--- src/rtl/booth_pkg.sv ---
package booth_pkg;

    typedef enum logic [1:0] {
        MAG_ZERO = 2'd0,
        MAG_ONE  = 2'd1,
        MAG_TWO  = 2'd2
    } mag_e;

    typedef struct packed {
        logic neg;
        mag_e mag;
    } digit_t;

    typedef enum logic {
        ST_IDLE = 1'b0,
        ST_RUN  = 1'b1
    } state_e;

    // window = {x_hi, x_lo, ref}; digit value = x_lo + ref - 2*x_hi
    function automatic digit_t recode(input logic [2:0] window);
        digit_t d;
        d.neg = 1'b0;
        d.mag = MAG_ZERO;
        unique case (window)
            3'b001, 3'b010: d.mag = MAG_ONE;
            3'b011:         d.mag = MAG_TWO;
            3'b100: begin   d.mag = MAG_TWO; d.neg = 1'b1; end
            3'b101, 3'b110: begin d.mag = MAG_ONE; d.neg = 1'b1; end
            default:        d.mag = MAG_ZERO;
        endcase
        return d;
    endfunction

endpackage

--- src/rtl/booth_recoder.sv ---
module booth_recoder
    import booth_pkg::*;
(
    input  logic [2:0] window,
    output digit_t     digit
);
    always_comb digit = recode(window);
endmodule

--- src/rtl/booth_multiple.sv ---
module booth_multiple
    import booth_pkg::*;
#(
    parameter int AW = 9,
    parameter int HW = 11
) (
    input  logic [AW-1:0] a_ext,
    input  digit_t        digit,
    output logic [HW-1:0] operand,
    output logic          carry_in
);
    localparam int EXT = HW - AW;

    logic [HW-1:0] a_wide;
    logic [HW-1:0] mult;

    always_comb begin
        a_wide = {{EXT{a_ext[AW-1]}}, a_ext};
        unique case (digit.mag)
            MAG_ONE: mult = a_wide;
            MAG_TWO: mult = {a_wide[HW-2:0], 1'b0};
            default: mult = '0;
        endcase
        operand  = digit.neg ? ~mult : mult;
        carry_in = digit.neg;
    end
endmodule

--- src/rtl/booth_step.sv ---
module booth_step #(
    parameter int HW = 11,
    parameter int XW = 10
) (
    input  logic [HW-1:0] hi,
    input  logic [XW-1:0] lo,
    input  logic [HW-1:0] operand,
    input  logic          carry_in,
    output logic [HW-1:0] hi_next,
    output logic [XW-1:0] lo_next
);
    localparam int TW = HW + XW;

    logic [HW-1:0] sum;
    logic [TW-1:0] joined;

    always_comb begin
        sum = hi + operand + {{(HW-1){1'b0}}, carry_in};
        joined = {sum, lo};
        {hi_next, lo_next} = {{2{sum[HW-1]}}, joined[TW-1:2]};
    end
endmodule

--- src/rtl/booth_ctrl.sv ---
module booth_ctrl
    import booth_pkg::*;
#(
    parameter int CW = 3
) (
    input  logic          clk,
    input  logic          rst,
    input  logic          start,
    input  logic [CW-1:0] last_idx,
    output logic          ready,
    output logic          load,
    output logic          step,
    output logic          final_step
);
    state_e        state;
    logic [CW-1:0] cnt;

    always_comb begin
        ready      = (state == ST_IDLE);
        load       = ready && start;
        step       = (state == ST_RUN);
        final_step = step && (cnt == last_idx);
    end

    always_ff @(posedge clk) begin
        if (rst) begin
            state <= ST_IDLE;
            cnt   <= '0;
        end else if (load) begin
            state <= ST_RUN;
            cnt   <= '0;
        end else if (final_step) begin
            state <= ST_IDLE;
        end else if (step) begin
            cnt <= cnt + 1'b1;
        end
    end
endmodule

--- src/rtl/booth_seq_mul.sv ---
module booth_seq_mul
    import booth_pkg::*;
#(
    parameter int N = 8
) (
    input  logic           clk,
    input  logic           rst,
    input  logic           start,
    input  logic [N-1:0]   a_in,
    input  logic [N-1:0]   x_in,
    input  logic           is_signed,
    output logic           ready,
    output logic           done,
    output logic [2*N-1:0] product
);
    localparam int  AW       = N + 1;
    localparam int  HW       = N + 3;
    localparam int  XW       = (N % 2 == 0) ? N + 2 : N + 1;
    localparam int  FULL_IDX = XW / 2 - 1;
    localparam int  CW       = $clog2(XW / 2 + 1);
    localparam bit  EVEN_N   = (N % 2 == 0);

    logic [HW-1:0] hi_q, hi_n;
    logic [XW-1:0] lo_q, lo_n;
    logic          ref_q;
    logic [AW-1:0] a_q;
    logic          short_q;
    logic [CW-1:0] last_idx;
    logic          load, step, final_step;
    digit_t        digit;
    logic [HW-1:0] operand;
    logic          carry_in;
    logic [HW+XW-1:0] full_n;

    always_comb begin
        if (short_q) last_idx = CW'(FULL_IDX - 1);
        else         last_idx = CW'(FULL_IDX);
        full_n = {hi_n, lo_n};
    end

    booth_ctrl #(.CW(CW)) u_ctrl (
        .clk        (clk),
        .rst        (rst),
        .start      (start),
        .last_idx   (last_idx),
        .ready      (ready),
        .load       (load),
        .step       (step),
        .final_step (final_step)
    );

    booth_recoder u_rec (
        .window ({lo_q[1:0], ref_q}),
        .digit  (digit)
    );

    booth_multiple #(.AW(AW), .HW(HW)) u_mult (
        .a_ext    (a_q),
        .digit    (digit),
        .operand  (operand),
        .carry_in (carry_in)
    );

    booth_step #(.HW(HW), .XW(XW)) u_step (
        .hi       (hi_q),
        .lo       (lo_q),
        .operand  (operand),
        .carry_in (carry_in),
        .hi_next  (hi_n),
        .lo_next  (lo_n)
    );

    always_ff @(posedge clk) begin
        if (rst) begin
            hi_q    <= '0;
            lo_q    <= '0;
            ref_q   <= 1'b0;
            a_q     <= '0;
            short_q <= 1'b0;
            done    <= 1'b0;
            product <= '0;
        end else begin
            done <= 1'b0;
            if (load) begin
                hi_q    <= '0;
                lo_q    <= {{(XW-N){is_signed & x_in[N-1]}}, x_in};
                ref_q   <= 1'b0;
                a_q     <= {is_signed & a_in[N-1], a_in};
                short_q <= is_signed && EVEN_N;
            end else if (step) begin
                hi_q  <= hi_n;
                lo_q  <= lo_n;
                ref_q <= lo_q[1];
                if (final_step) begin
                    done <= 1'b1;
                    if (short_q) product <= full_n[2*N+1:2];
                    else         product <= full_n[2*N-1:0];
                end
            end
        end
    end
endmodule

--- config.mk ---
export PLATFORM = sky130hd
export DESIGN_NAME = booth_seq_mul
export DESIGN_NICKNAME = d
export VERILOG_FILES = /design/src/rtl/booth_pkg.sv /design/src/rtl/booth_recoder.sv /design/src/rtl/booth_multiple.sv /design/src/rtl/booth_step.sv /design/src/rtl/booth_ctrl.sv /design/src/rtl/booth_seq_mul.sv
export SDC_FILE = /design/constraint.sdc
export NUM_CORES = 1
export LEC_CHECK = 0
export ABC_AREA = 0
export BUFFER_PORTS_ARGS = -buffer_cell sky130_fd_sc_hd__buf_2
export CAP_MARGIN = 15
export CORE_UTILIZATION = 40
export CTS_CLUSTER_DIAMETER = 150
export DETAILED_ROUTE_END_ITERATION = 10
export PLACE_DENSITY_LB_ADDON = 0.15
export SYNTH_ARGS = -nofsm -noshare
export SYNTH_HDL_FRONTEND = slang
export SYNTH_SLANG_ARGS = --single-unit
--- constraint.sdc ---
create_clock -name clk -period 3.8 [get_ports clk]
set_input_delay 0.19 -clock clk [delete_from_list [all_inputs] [get_ports clk]]
set_output_delay 0.19 -clock clk [all_outputs]
set_load 0.02 [all_outputs]
==> results.txt <==
The flow ran to the end, and the final reports show no timing, DRC or antenna violations. The biggest area contributor in the post-synthesis netlist is sky130_fd_sc_hd__dfxtp_1. Setup repair after global routing left no endpoint under its margin. The number of pins exceeding their max-slew limit in the final report is 0, and the routed length per placed instance is 13.63 um. Yosys printed 0 warnings. Dividing total power by cell area gives a power density of 336.4 nW/um2. The pre-antenna-repair detailed-routing pass consisted of 4 iterations. The HPWL after detailed placement is 4685 um. The count of nets left with antenna violations once routing finished came out at 0.

The number of I/O port buffers came out at 37. Counting the fill cells in the layout gives 775. After global routing the overflow that remains totals 0.

The tools report the count of distinct cell types in the synthesized netlist as 59. The clock period could shrink to 3486 ps. For the required time of the critical path, the log shows 4030 ps. The floorplan step set the die height to 88.12 um. Static timing analysis puts the maximum clock frequency at 286.9 MHz. Tracing the worst setup path back leads to its startpoint at lo_q[0]. The net count of the finished layout is 405. The tools report the number of buffers on the longest clock path as 2.

Setup violations remaining at the end of the flow were counted as 0. The floorplan die width works out to 88.12 um. Global routing used 28.05% of the available met2 tracks. For the pin with the worst max-slew slack, the measured transition is 884.9 ps.

The run gives 0 as the number of hold-slack violations in the final timing report. The worst hold path belongs to the class in2reg. The worst slew margin relative to its limit came out at 40.79%.

For the portion of the post-synthesis area used by sequential elements, the log shows 34.42%. The final critical-path share of the clock period is 91.74%. Endpoint arrival time on the critical path: 3710 ps.

The tools report the area of the mapped netlist as 2967 um2. The net count of the mapped netlist was 382; the number of antenna violations at the first check in global routing was 0. The most used flip-flop cell after synthesis is sky130_fd_sc_hd__dfxtp_1. Max-cap violations in this run came to 0. STA classifies the critical path startpoint as a register. TritonCTS built the clock tree. At the end of routability-driven placement, the weighted congestion stood at 0.8503. After synthesis the netlist holds a flip-flop and latch count of 51. The root buffer cell chosen for the clock tree is sky130_fd_sc_hd__clkbuf_8. The tools report the met3 demand-to-capacity share in global routing as 3.205%.

The number of H-tree branching levels is 2, and the synthesized instance count is 344. Sorting the synthesized cells by area gives the leading types as sky130_fd_sc_hd__dfxtp_1, sky130_fd_sc_hd__mux2i_1, sky130_fd_sc_hd__ha_1, sky130_fd_sc_hd__nor2_1, sky130_fd_sc_hd__a21oi_1. The via count of the first global-routing pass is 2213, and the met1 track demand over resource is 25.24%.

The die covers 7765 um2. The maximum resistive drop on vdd was 0.2087 mV. Kind of end point of the critical path: a register. The share of flip-flops with an asynchronous set or reset after synthesis was 0%; the number of ports placed on the die boundary was 38. Summed over all failing endpoints, the final setup total negative slack is 0 ps.

The detailed router placed 2364 vias in this run. Once the floorplan was initialized, standard cells occupied 41.12% of the core. The beginning of the worst hold path was a_in[2]. The post-route worst setup slack came out at 313.9 ps.

The worst register-to-register path begins at lo_q[0]. The final clock skew was 7.114 ps. The synthesized area per cell came out at 8.624 um2. Across every metal layer, demand over resource in global routing totals 17.71%. The clock insertion delay at the later pin of the skew report came out at 300 ps. After floorplanning, the core was sized to cover 7214 um2. The static leakage came out at 1.348 nW. met2 is the most crowded layer. The run gives 6366 um as the total wire length after detailed routing. Relative to the synthesized area, the layout overhead comes to 9.743%.

In the final layout, flip-flops and latches occupy 1021 um2. The pin count of the biggest net entering global routing was 42. The first global-routing pass estimated 10720 um of wire. Cells with a size suffix above 1 make up 18.48% of the layout. The fraction of synthesized cell area taken by the top area cell type came out at 34.42%. The repair_antennas step left the layout with diodes totalling 0.

TritonCTS buffer count: 5. Sorting the synthesized cells by how often they occur yields sky130_fd_sc_hd__nor2_1, sky130_fd_sc_hd__dfxtp_1, sky130_fd_sc_hd__a21oi_1. By startpoint and endpoint, the worst setup path is classified as reg2reg. The clock-pin slew on the worst setup and hold paths was 100 ps; the floorplan row count was 31.

The run gives 1770 um2 as the area occupied by multi-input gates. Leaving out filler cells and counting taps, the final layout contains 467. The post-detailed-route via-to-cell ratio was 5.062; the count of flip-flops with a built-in enable after synthesis was 0. Once placement completed, the tool counted placed cells totaling 459. Of all nets on the critical path, the largest fanout is 11.

Clock tree synthesis found a total of 51 sinks. Post-CTS timing repair inserted 0 buffers for setup. In the routed design, unresolved DRC markers number 0. Among all cell types in the netlist, the one instantiated most often is sky130_fd_sc_hd__nor2_1. In this run, the number of DRC markers left after iteration 0 of detailed routing was 83.

OpenSTA, run right after detailed placement, puts the worst setup slack at 262.2 ps.
[stage by stage]
step | hold slack, ps | total power, W | cell area [um2] | util [%]
2_1_floorplan | 326.0 | 0.0007290 | 2967 | -
3_3_place_gp | 431.8 | 0.0007671 | 3154 | 43.72
3_5_place_dp | 439.1 | 0.0007695 | 3154 | 43.72
4_1_cts | 111.0 | 0.001106 | 3253 | 45.09
5_1_grt | 116.4 | 0.001154 | 3256 | 45.13
6_report | 116.7 | 0.001095 | 3256 | 45.13
[final cells by class]
type	count	share of cell area, %
inverter	9	1.038
timing repair buffer	40	6.380
clock inverter	2	0.4996
multi-input combinational	260	54.38
clock buffer	6	2.537
sequential	51	31.36
tap	99	3.805
[critical path, stage by stage, from the launching register on]
cell                        delay [ps]
sky130_fd_sc_hd__dfxtp_1           400
sky130_fd_sc_hd__inv_1              80
sky130_fd_sc_hd__ha_1              220
sky130_fd_sc_hd__mux2_2            280
sky130_fd_sc_hd__ha_1              450
sky130_fd_sc_hd__and3b_4           270
sky130_fd_sc_hd__o21a_4            220
sky130_fd_sc_hd__fa_1              400
sky130_fd_sc_hd__nor2b_1           180
sky130_fd_sc_hd__o2111ai_1         150
sky130_fd_sc_hd__nand3b_1          130
sky130_fd_sc_hd__xor2_1            250
sky130_fd_sc_hd__mux2i_1           140
sky130_fd_sc_hd__a211oi_1          230
[flip-flops by register name, summed over array words and instances (netlist names)]
signal       flops
product         16
lo_q            10
a_q              9
hi_q             9
u_ctrl.cnt       3
done             1
ref_q            1
short_q          1
u_ctrl.step      1
[cells by family (layout without fill, tap and decap cells)]
group	Yosys count	in the layout	share of synthesized area [%]
flip-flops	51	51	34.42
adder cells (fa/ha/maj)	18	18	7.845
buffers and inverters	33	57	5.989
XOR/XNOR	19	19	5.609
AO/OA/AOI/OAI	77	77	18.13
multiplexers	26	26	8.857
AND/OR/NAND/NOR	120	120	19.15
[repair_timing]
item	4_1_cts	5_1_grt
gates resized for setup	0	1
endpoints found under the setup margin	0	2
hold buffers	0	0
[path summary, 6_finish.rpt]
check | end | slack (ps) | cells after the start
setup / recovery | product[12] | 310 | 13
hold / removal | a_q[2] | 120 | 3
setup reg to reg | product[12] | 310 | 13
hold reg to reg | product[7] | 460 | 2
[report_power, final]
group	total [W]	internal, W	switching, W
sequential	0.000571	0.000553	0.0000181
clock	0.000340	0.000149	0.000191
combinational	0.000184	0.0000725	0.000112
total	0.00110	0.000774	0.000321
[layer usage]
metal  share of wire [%]  vias to the layer above
met5                   0                        -
met4                0.27                        0
met3                 2.1                        2
met2                  45                       23
met1                  53                     1099
li1                    -                     1240
[cells in the final DEF, fill, tap and decap left out, types with 3 or more instances in the layout]
cell	synthesis	final
sky130_fd_sc_hd__inv_1	9	9
sky130_fd_sc_hd__a211oi_1	9	9
sky130_fd_sc_hd__buf_4	1	3
sky130_fd_sc_hd__mux2i_1	24	24
sky130_fd_sc_hd__and3_1	4	4
sky130_fd_sc_hd__nor2_1	56	56
sky130_fd_sc_hd__ha_1	17	16
sky130_fd_sc_hd__clkbuf_8	2	6
sky130_fd_sc_hd__buf_2	5	37
sky130_fd_sc_hd__nor3_1	4	4
sky130_fd_sc_hd__nand2_1	31	31
sky130_fd_sc_hd__xnor2_1	13	13
sky130_fd_sc_hd__dfxtp_1	51	51
sky130_fd_sc_hd__a22oi_1	9	9
sky130_fd_sc_hd__nand3_1	7	7
sky130_fd_sc_hd__xor2_1	6	6
sky130_fd_sc_hd__a21oi_1	36	36
Power figures use the tool's default switching activity.
